$ cat config.mk
export PLATFORM = sky130hd
export DESIGN_NAME = intra16_dcplane
export DESIGN_NICKNAME = d
export VERILOG_FILES = /design/src/rtl/intra16_pkg.sv /design/src/rtl/intra16_param_eng.sv /design/src/rtl/intra16_slice_seq.sv /design/src/rtl/intra16_lane.sv /design/src/rtl/intra16_dcplane.sv
export SDC_FILE = /design/constraint.sdc
export NUM_CORES = 2
export LEC_CHECK = 0
export ABC_AREA = 1
export CAP_MARGIN = 40
export CORE_AREA = 10 10 298 300
export CTS_CLUSTER_SIZE = 16
export DETAILED_ROUTE_END_ITERATION = 8
export DIE_AREA = 0 0 308 310
export DONT_BUFFER_PORTS = 1
export PLACE_DENSITY = 0.83
export SYNTH_ARGS = -nofsm -noshare
export SYNTH_HDL_FRONTEND = slang
export SYNTH_SLANG_ARGS = --single-unit
$ cat constraint.sdc
create_clock -name clk -period 9.1 [get_ports clk]
set_input_delay 1.365 -clock clk [delete_from_list [all_inputs] [get_ports clk]]
set_output_delay 1.365 -clock clk [all_outputs]
set_load 0.01 [all_outputs]
$ cat src/rtl/intra16_pkg.sv
package intra16_pkg;
  localparam int NB        = 16;
  localparam int LANES     = 4;
  localparam int PRE_STEPS = 5;

  typedef enum logic [1:0] {
    PM_VERT  = 2'd0,
    PM_HORZ  = 2'd1,
    PM_DC    = 2'd2,
    PM_PLANE = 2'd3
  } pmode_t;

  typedef enum logic [1:0] {
    SQ_IDLE = 2'd0,
    SQ_WAIT = 2'd1,
    SQ_RUN  = 2'd2
  } sq_state_t;
endpackage

$ cat src/rtl/intra16_param_eng.sv
module intra16_param_eng
  import intra16_pkg::*;
#(
  parameter int PIX_W = 8,
  localparam int SUM_W = PIX_W + 6,
  localparam int HV_W  = PIX_W + 7,
  localparam int BC_W  = PIX_W + 4,
  localparam int A_W   = PIX_W + 6
) (
  input  logic                    clk,
  input  logic                    rst_n,
  input  logic                    restart,
  input  logic                    hold,
  input  logic [PIX_W-1:0]        top_q  [NB],
  input  logic [PIX_W-1:0]        left_q [NB],
  input  logic [PIX_W-1:0]        corner_q,
  output logic                    params_ok,
  output logic                    params_done,
  output logic [PIX_W-1:0]        dc_val,
  output logic signed [A_W-1:0]   pa,
  output logic signed [BC_W-1:0]  pb,
  output logic signed [BC_W-1:0]  pc
);
  logic [2:0]              step_q, step_d;
  logic                    step_en;
  logic [SUM_W-1:0]        sum_q, sum_d, top_sum, left_sum;
  logic signed [HV_W-1:0]  h_q, h_d, v_q, v_d, h_calc, v_calc;
  logic [PIX_W-1:0]        dc_q, dc_d;
  logic signed [A_W-1:0]   a_q, a_d;
  logic signed [BC_W-1:0]  b_q, b_d, c_q, c_d;
  logic [PIX_W-1:0]        tx [NB+1];
  logic [PIX_W-1:0]        lx [NB+1];
  logic signed [HV_W+3:0]  h5, v5;
  logic [PIX_W:0]          a_sum;

  assign step_en     = (step_q < 3'(PRE_STEPS)) && !hold;
  assign params_done = (step_q == 3'(PRE_STEPS));
  assign params_ok   = !restart && (params_done || (step_en && step_q == 3'(PRE_STEPS - 1)));

  // Neighbour columns extended by the corner at index 0.
  always_comb begin
    tx[0] = corner_q;
    lx[0] = corner_q;
    for (int i = 0; i < NB; i++) begin
      tx[i+1] = top_q[i];
      lx[i+1] = left_q[i];
    end
  end

  always_comb begin
    top_sum  = '0;
    left_sum = '0;
    for (int i = 0; i < NB; i++) begin
      top_sum  = top_sum  + SUM_W'(top_q[i]);
      left_sum = left_sum + SUM_W'(left_q[i]);
    end
  end

  always_comb begin
    h_calc = '0;
    v_calc = '0;
    for (int k = 0; k < 8; k++) begin
      h_calc = h_calc + HV_W'(k + 1) *
               (HV_W'($signed({1'b0, tx[9+k]})) - HV_W'($signed({1'b0, tx[7-k]})));
      v_calc = v_calc + HV_W'(k + 1) *
               (HV_W'($signed({1'b0, lx[9+k]})) - HV_W'($signed({1'b0, lx[7-k]})));
    end
  end

  assign h5    = ((HV_W+4)'(h_q) <<< 2) + (HV_W+4)'(h_q) + (HV_W+4)'(32);
  assign v5    = ((HV_W+4)'(v_q) <<< 2) + (HV_W+4)'(v_q) + (HV_W+4)'(32);
  assign a_sum = {1'b0, top_q[NB-1]} + {1'b0, left_q[NB-1]};

  always_comb begin
    step_d = step_q;
    sum_d  = sum_q;
    h_d    = h_q;
    v_d    = v_q;
    dc_d   = dc_q;
    a_d    = a_q;
    b_d    = b_q;
    c_d    = c_q;
    if (restart) begin
      step_d = '0;
    end else if (step_en) begin
      step_d = step_q + 3'd1;
      case (step_q)
        3'd0: sum_d = top_sum;
        3'd1: sum_d = sum_q + left_sum;
        3'd2: h_d   = h_calc;
        3'd3: v_d   = v_calc;
        default: begin
          dc_d = PIX_W'((sum_q + SUM_W'(16)) >> 5);
          b_d  = BC_W'(h5 >>> 6);
          c_d  = BC_W'(v5 >>> 6);
          a_d  = $signed({1'b0, a_sum, 4'b0000});
        end
      endcase
    end
  end

  always_ff @(posedge clk or negedge rst_n) begin
    if (!rst_n) begin
      step_q <= '0;
      sum_q  <= '0;
      h_q    <= '0;
      v_q    <= '0;
      dc_q   <= '0;
      a_q    <= '0;
      b_q    <= '0;
      c_q    <= '0;
    end else begin
      step_q <= step_d;
      sum_q  <= sum_d;
      h_q    <= h_d;
      v_q    <= v_d;
      dc_q   <= dc_d;
      a_q    <= a_d;
      b_q    <= b_d;
      c_q    <= c_d;
    end
  end

  assign dc_val = dc_q;
  assign pa     = a_q;
  assign pb     = b_q;
  assign pc     = c_q;


  step_range_chk: assert property (@(posedge clk) disable iff (!rst_n)
    step_q <= 3'(PRE_STEPS));

  hold_freeze_chk: assert property (@(posedge clk) disable iff (!rst_n)
    (hold && !restart) |=> $stable(step_q));

  done_sticky_chk: assert property (@(posedge clk) disable iff (!rst_n)
    (params_done && !restart) |=> params_done);
endmodule

$ cat src/rtl/intra16_slice_seq.sv
module intra16_slice_seq
  import intra16_pkg::*;
(
  input  logic       clk,
  input  logic       rst_n,
  input  logic       req_valid,
  input  logic [1:0] req_mode,
  input  logic [1:0] req_col,
  input  logic [1:0] req_row,
  input  logic       params_ok,
  output logic       req_ready,
  output logic       run,
  output logic       heavy_run,
  output pmode_t     cur_mode,
  output logic [1:0] cur_col,
  output logic [1:0] cur_row,
  output logic [1:0] cur_line
);
  sq_state_t  state_q, state_d;
  pmode_t     mode_q, mode_d;
  logic [1:0] col_q, col_d, row_q, row_d, line_q, line_d;
  logic       last, accept;

  assign last      = (state_q == SQ_RUN) && (line_q == 2'd3);
  assign req_ready = (state_q == SQ_IDLE) || last;
  assign accept    = req_valid && req_ready;
  assign run       = (state_q == SQ_RUN);
  assign heavy_run = run && (mode_q == PM_DC || mode_q == PM_PLANE);

  always_comb begin
    state_d = state_q;
    mode_d  = mode_q;
    col_d   = col_q;
    row_d   = row_q;
    line_d  = line_q;
    case (state_q)
      SQ_WAIT: if (params_ok) begin
        state_d = SQ_RUN;
        line_d  = 2'd0;
      end
      SQ_RUN: begin
        if (last) state_d = SQ_IDLE;
        else      line_d  = line_q + 2'd1;
      end
      default: ;
    endcase
    if (accept) begin
      mode_d  = pmode_t'(req_mode);
      col_d   = req_col;
      row_d   = req_row;
      line_d  = 2'd0;
      state_d = (!req_mode[1] || params_ok) ? SQ_RUN : SQ_WAIT;
    end
  end

  always_ff @(posedge clk or negedge rst_n) begin
    if (!rst_n) begin
      state_q <= SQ_IDLE;
      mode_q  <= PM_VERT;
      col_q   <= '0;
      row_q   <= '0;
      line_q  <= '0;
    end else begin
      state_q <= state_d;
      mode_q  <= mode_d;
      col_q   <= col_d;
      row_q   <= row_d;
      line_q  <= line_d;
    end
  end

  assign cur_mode = mode_q;
  assign cur_col  = col_q;
  assign cur_row  = row_q;
  assign cur_line = line_q;


  burst_len_chk: assert property (@(posedge clk) disable iff (!rst_n)
    (run && line_q != 2'd3) |=> (run && line_q == $past(line_q) + 2'd1));

  bypass_start_chk: assert property (@(posedge clk) disable iff (!rst_n)
    (accept && !req_mode[1]) |=> (run && line_q == 2'd0));
endmodule

$ cat src/rtl/intra16_lane.sv
module intra16_lane
  import intra16_pkg::*;
#(
  parameter int PIX_W = 8,
  parameter int LANE  = 0,
  localparam int BC_W = PIX_W + 4,
  localparam int A_W  = PIX_W + 6,
  localparam int PL_W = PIX_W + 12
) (
  input  pmode_t                  mode,
  input  logic [1:0]              col,
  input  logic [1:0]              row,
  input  logic [1:0]              line,
  input  logic [PIX_W-1:0]        top_q  [NB],
  input  logic [PIX_W-1:0]        left_q [NB],
  input  logic [PIX_W-1:0]        dc_val,
  input  logic signed [A_W-1:0]   pa,
  input  logic signed [BC_W-1:0]  pb,
  input  logic signed [BC_W-1:0]  pc,
  output logic [PIX_W-1:0]        pix
);
  localparam logic [1:0] LIDX = 2'(LANE);
  logic [3:0]             x_pos, y_pos;
  logic signed [5:0]      x_off, y_off;
  logic signed [PL_W-1:0] pl_sum, pl_shift;
  logic [PIX_W-1:0]       pl_clip;

  assign x_pos  = {col, LIDX};
  assign y_pos  = {row, line};
  assign x_off  = $signed({2'b00, x_pos}) - 6'sd7;
  assign y_off  = $signed({2'b00, y_pos}) - 6'sd7;
  assign pl_sum = PL_W'(pa) + PL_W'(pb) * PL_W'(x_off) + PL_W'(pc) * PL_W'(y_off) + PL_W'(16);
  assign pl_shift = pl_sum >>> 5;

  always_comb begin
    if (pl_shift < 0)
      pl_clip = '0;
    else if (pl_shift > PL_W'((1 << PIX_W) - 1))
      pl_clip = '1;
    else
      pl_clip = pl_shift[PIX_W-1:0];
  end

  always_comb begin
    case (mode)
      PM_VERT:  pix = top_q[x_pos];
      PM_HORZ:  pix = left_q[y_pos];
      PM_DC:    pix = dc_val;
      default:  pix = pl_clip;
    endcase
  end
endmodule

$ cat src/rtl/intra16_dcplane.sv
module intra16_dcplane
  import intra16_pkg::*;
#(
  parameter int PIX_W = 8,
  localparam int BC_W = PIX_W + 4,
  localparam int A_W  = PIX_W + 6
) (
  input  logic                     clk,
  input  logic                     rst_n,
  input  logic                     nb_load,
  input  logic [NB*PIX_W-1:0]      top_nb,
  input  logic [NB*PIX_W-1:0]      left_nb,
  input  logic [PIX_W-1:0]         corner_nb,
  input  logic                     req_valid,
  input  logic [1:0]               req_mode,
  input  logic [1:0]               req_col,
  input  logic [1:0]               req_row,
  output logic                     req_ready,
  output logic                     out_valid,
  output logic [LANES*PIX_W-1:0]   out_pix
);
  logic [PIX_W-1:0]       top_q  [NB];
  logic [PIX_W-1:0]       left_q [NB];
  logic [PIX_W-1:0]       corner_q, dc_val;
  logic                   params_ok, params_done, heavy_run;
  logic signed [A_W-1:0]  pa;
  logic signed [BC_W-1:0] pb, pc;
  pmode_t                 cur_mode;
  logic [1:0]             cur_col, cur_row, cur_line;

  always_ff @(posedge clk or negedge rst_n) begin
    if (!rst_n) begin
      corner_q <= '0;
      for (int i = 0; i < NB; i++) begin
        top_q[i]  <= '0;
        left_q[i] <= '0;
      end
    end else if (nb_load) begin
      corner_q <= corner_nb;
      for (int i = 0; i < NB; i++) begin
        top_q[i]  <= top_nb[i*PIX_W +: PIX_W];
        left_q[i] <= left_nb[i*PIX_W +: PIX_W];
      end
    end
  end

  intra16_param_eng #(.PIX_W(PIX_W)) u_eng (
    .clk(clk), .rst_n(rst_n), .restart(nb_load), .hold(heavy_run),
    .top_q(top_q), .left_q(left_q), .corner_q(corner_q),
    .params_ok(params_ok), .params_done(params_done),
    .dc_val(dc_val), .pa(pa), .pb(pb), .pc(pc)
  );

  intra16_slice_seq u_seq (
    .clk(clk), .rst_n(rst_n), .req_valid(req_valid), .req_mode(req_mode),
    .req_col(req_col), .req_row(req_row), .params_ok(params_ok),
    .req_ready(req_ready), .run(out_valid), .heavy_run(heavy_run),
    .cur_mode(cur_mode), .cur_col(cur_col), .cur_row(cur_row), .cur_line(cur_line)
  );

  for (genvar g = 0; g < LANES; g++) begin : g_lane
    intra16_lane #(.PIX_W(PIX_W), .LANE(g)) u_lane (
      .mode(cur_mode), .col(cur_col), .row(cur_row), .line(cur_line),
      .top_q(top_q), .left_q(left_q), .dc_val(dc_val),
      .pa(pa), .pb(pb), .pc(pc), .pix(out_pix[g*PIX_W +: PIX_W])
    );
  end


  heavy_gate_chk: assert property (@(posedge clk) disable iff (!rst_n)
    heavy_run |-> params_done);
endmodule

* After elaboration in Yosys (flattened, before gate mapping) *
Cells that the tools add are included.

word-level totals
  memories kept = 0
  flip-flop bits (word level) = 362
  bits in latches = 0
  RAM bits = 0
  word-level logic and storage cells = 245
  bits of input ports = 274
  memory bits (read-only) = 0

cells by class
  shift operators = 0
  reductions and logical operators = 26
  div/mod/pow operators = 0
  add/subtract/negate cells = 86
  order comparisons = 14
  $mul = 13
  bitwise gates (word level) = 7
  mux-type cells = 39
  equality and inequality tests = 14

operators with widths
  kind                                                             count
  adder 14 x 8 -> 14 bit                                           28
  adder 15 bit                                                     14
  binary-select mux 8 bit (select 4 bit)                           5
  two-way mux 8 bit                                                18
  subtractor 8 x 8 -> 9 bit                                        16
  case mux 8 bit (3 select lines)                                  4
  multiplier 12 x 5 -> 17 bit                                      5
  adder 14 x 20 -> 20 bit                                          4
  adder 20 x 17 -> 20 bit                                          4
  adder 20 x 6 -> 20 bit (second input constant)                   4
  greater-than comparator 15 x 9 -> 1 bit (second input constant)  4
  < comparator 15 x 1 -> 1 bit (second input constant)             4
  multiplier 4 x 15 -> 15 bit (first input constant)               4
  adder 17 x 15 -> 18 bit                                          2
  adder 18 x 7 -> 18 bit (second input constant)                   2
  multiplier 3 x 15 -> 14 bit (first input constant)               2
  multiplier 3 x 15 -> 15 bit (first input constant)               2
  case mux 14 bit (2 select lines)                                 1
  adder 8 x 8 -> 9 bit                                             3
  greater-or-equal comparator 5 bit (second input constant)        5
  NOT 4 -> 5 bit                                                   5
  subtractor 4 x 3 -> 5 bit (second input constant)                5
  AND reduction 3 bit                                              6
  adder 14 bit                                                     1
  other kinds (23)                                                 51

* Depth between registers and ports, before layout *
  word-level depth = 17
  gate-level depth with buffers = 45
  mapped depth without buffers = 43

* Hierarchy *
From an unflattened synthesis, not the netlist that was laid out.

second synthesis, totals
  cells, all modules = 8,219
  area, all modules = 63,215.6 um^2

modules (own cells, without submodules)
  module                           times used  cells each  seq. area each (um^2)  area an instance (um^2)
  intra16_param_eng                1           3,215       2,177.1                26,385.3
  intra16_dcplane                  1           1,115       6,606.3                9,873.2
  intra16_lane (g_lane[2].u_lane)  1           961         0.0                    6,784.0
  intra16_lane (g_lane[0].u_lane)  1           960         0.0                    6,705.2
  intra16_lane (g_lane[1].u_lane)  1           964         0.0                    6,685.2
  intra16_lane (g_lane[3].u_lane)  1           937         0.0                    6,261.0
  intra16_slice_seq                1           67          250.2                  521.8

* Least setup slack after synthesis *
Ideal clock, no wire load.

  path type = flip-flop to output port
  start point = register u_seq.col_q[0] (netlist: u_seq.cur_col[0])
  end point = output out_pix[0]
  arrival time = 6.701 ns
  required time = 7.735 ns
  setup slack = 1.034 ns
  stages on the path, launching flop included = 33
  cells stage by stage = dfrtp_1 > clkbuf_1 > clkbuf_1 > clkbuf_1 > clkbuf_1 > nand2_1 > fa_1 > inv_1 > fa_1 > fa_1 > inv_1 > fa_1 > inv_1 > a31oi_1 > nor2_1 > o21ai_0 > nor2b_1 > xor2_1 > fa_1 > inv_1 > ha_1 > ha_1 > a21oi_1 > o21ai_0 > a21oi_1 > nand2_1 > nand2_1 > nand3b_1 > xor2_1 > and2b_1 > buf_4 > nand2_1 > nand2_1

between the ends
  word-level cells in the longest chain between the ends = 9

ends and longest elaborated chain
  element                                  line                     source
  start, declared                          intra16_slice_seq.sv:21  logic [1:0] col_q, col_d, row_q, row_d, line_q, line_d;
  start signal, assigned                   intra16_slice_seq.sv:66  col_q <= col_d;
  subtractor 4 x 3 -> 5 bit                intra16_lane.sv:30       assign x_off = $signed({2'b00, x_pos}) - 6'sd7;
  multiplier 12 x 5 -> 17 bit              intra16_lane.sv:32       assign pl_sum = PL_W'(pa) + PL_W'(pb) * PL_W'(x_off) + PL_W'(pc) * PL_W'(y_off) + PL_W'(16);
  adder 14 x 20 -> 20 bit                  intra16_lane.sv:32
  adder 20 x 17 -> 20 bit                  intra16_lane.sv:32
  adder 20 x 6 -> 20 bit                   intra16_lane.sv:32
  greater-than comparator 15 x 9 -> 1 bit  intra16_lane.sv:38       else if (pl_shift > PL_W'((1 << PIX_W) - 1))
  two-way mux 8 bit                        intra16_lane.sv:38
  two-way mux 8 bit                        intra16_lane.sv:36       if (pl_shift < 0)
  case mux 8 bit (3 select lines) (*)      intra16_lane.sv:45       case (mode)
  end, declared                            intra16_dcplane.sv:20    output logic [LANES*PIX_W-1:0] out_pix

Mark *: on every way between the ends. The rest lies on a longest branch, timed or not. The select of a mux whose other input is x is not followed.

* Worst setup path in the final report *
  start point = register u_seq.line_q[0] (netlist: u_seq.cur_line[0])
  end point = output out_pix[16]

between the ends
  word-level cells in the longest chain between the ends = 8

ends and longest elaborated chain
  element                                  line                     source
  start, declared                          intra16_slice_seq.sv:21
  start signal, assigned                   intra16_slice_seq.sv:68  line_q <= line_d;
  subtractor 4 x 3 -> 5 bit                intra16_lane.sv:31       assign y_off = $signed({2'b00, y_pos}) - 6'sd7;
  multiplier 12 x 5 -> 17 bit              intra16_lane.sv:32
  adder 20 x 17 -> 20 bit                  intra16_lane.sv:32
  adder 20 x 6 -> 20 bit                   intra16_lane.sv:32
  greater-than comparator 15 x 9 -> 1 bit  intra16_lane.sv:38
  two-way mux 8 bit                        intra16_lane.sv:38
  two-way mux 8 bit                        intra16_lane.sv:36
  case mux 8 bit (3 select lines) (*)      intra16_lane.sv:45

Marked as above.

==> results.yml <==
clock_tree:
  ctsHoldBuffers: 0
  cts_max_level: 2
  numClockSinks: 361
  cts_buffer_depth: 3
  cts_tree: "yes"
  root_buffer: "clkbuf_16"
  clk_pin_slew_ns: 0.06
  clock_latency_ns: 0.63
  cts_buffers: 47
die:
  die-area_um2: 95500
  fp.dieH_um: 310
  ios: 308
  die_w_um: 308
  fp.coreArea_um2: 82900
  initial_core_util: 0.605
  rows: 106
synth:
  synth_ff_type: "dfrtp_1"
  yosys_warnings: 0
  ys_types: 52
  ys_seq_area_frac: 0.180
  yosys_register_bits: 361
  netlist_instances: 6200
  synth_edf_count: 0
  synthesis.nets: 7748
  async_reset_ff_frac: 1.00
  avgSynthCellArea_um2: 8.09
  syn-cell-area_um2: 50100
routing:
  wl_met2_mm: 73.2
  route.met3.wl_mm: 18.2
  highest_layer: "met5"
  vias: 42300
  detail_route.wl_per_cell_um: 23.0
  met1_length_mm: 63.5
  drt_iter0_markers: 4280
  postRouteAntennaNets: 0
  drc: 0
  drt_pass1_iterations: 6
  vias_per_cell: 5.80
  routed_wirelength_mm: 168
sta:
  worst_slack_ns: 0.322
  max_freq_ghz: 0.114
  maxSlewViolCount: 0
  tightestPinTransition_ns: 0.951
  setup_viol: 0
  layout_min_cycle_time_ns: 8.78
  min_period_over_period: 0.965
  finalHoldViolCount: 0
  hold-worst-slack_ns: 0.470
  relSlewSlack: 0.359
  fin_worst_skew_ns: 0.0234
layout:
  final_nets: 7718
  instances_no_fill: 7291
  area_delta_synth_final_pct: 6.68
  drive_gt1_frac: 0.0390
  final_cell_mix: "1307 x inv_1, 1158 x nand2_1, 674 x ha_1, 591 x fa_1, 511 x o21ai_0"
  final_common_cell: "inv_1"
placed_design:
  routabilityCongestion: 1.03
  dpl.cell_count: 7188
  io_buffers: 0
  place_hpwl_mm: 141
  pre_cts_slack_ns: 0.324
critical_path:
  path_class: "reg -> out"
  crit_path_end_kind: "output pin"
  crit_top_cell: "nand2_1"
  worstPathArrival_ns: 7.41
  worstRegToRegCells: 37
  crit_slowest_cell: "fa_1"
  critPathLaunchType: "flip-flop"
  cp_slowest_stage_delay_ns: 0.54
  required_ns: 7.74
  crit_path_max_fanout: 8
global_routing:
  first_global_vias: 43700
  grt.total_usage: 0.357
  grt_pass1_wl_mm: 257
  grt_overflow: 0
  grt_start_max_net_pins: 491
  antenna_found_initial: 9
run_status:
  status: "finished, final reports clean"
job:
  maxCapViolCount: 0
hold_path:
  min_path_type: "in -> async"
## per-stage QoR
| step | utilization | setup TNS (ns) | instance area [µm²] |
|---|---|---|---|
| 6_report | 0.645 | 0 | 53500 |
| 3_3_place_gp | 0.619 | 0 | 51300 |
| 2_1_floorplan | - | 0 | 50100 |
| 5_1_grt | 0.645 | -0.725 | 53500 |
| 3_5_place_dp | 0.621 | 0 | 51400 |
| 4_1_cts | 0.641 | 0 | 53100 |
## registers in the layout (all words and copies together), names as in the netlist
| register | count |
|---|---|
| u_eng.v_q | 15 |
| u_seq.state_q | 2 |
| u_eng.step_q | 3 |
| u_eng.h_q | 15 |
| u_eng.pb | 12 |
| u_seq.cur_line | 2 |
| u_seq.cur_mode | 2 |
| u_eng.dc_val | 8 |
| u_eng.pa | 9 |
| left_q | 128 |
| top_q | 128 |
| u_eng.pc | 12 |
| u_seq.cur_row | 2 |
| u_seq.cur_col | 2 |
| corner_q | 8 |
| u_eng.sum_q | 13 |
## cell families after synthesis
group,after synthesis,synth area share
AOI/OAI and AO/OA,1136,0.120
adders and majority gates,1274,0.406
and+or+nand+nor,1699,0.136
DFF,361,0.180
xor gates and xnor gates,267,0.0468
buffers and inverters,1463,0.110
## critical path: cells and delay by family (launching register included)
family                     cells  cell delay [ns]
xor gates and xnor gates       2             0.44
buffers and inverters          6             0.54
AOI/OAI and AO/OA              1             0.09
adders and majority gates      8             3.12
and+or+nand+nor               18             2.18
DFF                            1             0.43
## layout make-up
cell class                      count  area [µm²]
Fill cell                        6986       29400
Timing Repair Buffer               64         589
Multi-Input combinational cell   4376       35900
Inverter                         1320        4970
Tap cell                         1080        1350
Antenna cell                        4        10.0
Clock buffer                       62        1370
Clock inverter                     24         260
Sequential cell                   361        9040
## routing by layer
layer	vias up	GRT usage
met5	-	0
met4	10	0.224
met2	1989	0.553
li1	19400	-
met3	476	0.103
met1	20400	0.436
## timing repair
| item | 4_1_cts | 5_1_grt |
|---|---|---|
| pin swaps | 1 | 6 |
| endpoints found under the setup margin | 32 | 32 |
| gates resized for setup | 13 | 64 |
| buffers inserted | 1 | 12 |
## cell usage after synthesis (15+ instances only)
| cell | number | share of area |
|---|---|---|
| a21o_1 | 18 | 0.0027 |
| a21oi_1 | 485 | 0.048 |
| a31oi_1 | 19 | 0.0024 |
| clkbuf_1 | 124 | 0.0093 |
| dfrtp_1 | 361 | 0.18 |
| fa_1 | 591 | 0.24 |
| ha_1 | 683 | 0.17 |
| inv_1 | 1313 | 0.098 |
| nand2_1 | 1175 | 0.088 |
| nand3_1 | 186 | 0.019 |
| nand4_1 | 15 | 0.0019 |
| nor2_1 | 243 | 0.018 |
| nor3_1 | 29 | 0.0029 |
| o21ai_0 | 514 | 0.051 |
| o21bai_1 | 32 | 0.0048 |
| o31ai_1 | 16 | 0.0024 |
| xnor2_1 | 122 | 0.021 |
| xor2_1 | 144 | 0.025 |
## worst paths after layout
kind / start / endpoint / slack, ns
hold reg to reg: u_eng.dc_val[0]$_DFFE_PN0P_ / u_eng.dc_val[0]$_DFFE_PN0P_ / 0.49
setup reg to reg: left_q[112]$_DFFE_PN0P_ / u_eng.v_q[14]$_DFFE_PN0P_ / 0.74
max in group asynchronous: rst_n / u_seq.cur_col[0]$_DFFE_PN0P_ / 7.83
setup / recovery: u_seq.cur_line[0]$_DFFE_PN0P_ / out_pix[16] / 0.32
min in group clk: u_eng.dc_val[0]$_DFFE_PN0P_ / u_eng.dc_val[0]$_DFFE_PN0P_ / 0.49
hold / removal: rst_n / left_q[106]$_DFFE_PN0P_ / 0.47
Power is left out: the tool's default activity adds up to more than one toggle a clock period on the data nets, which glitch-free logic cannot reach.
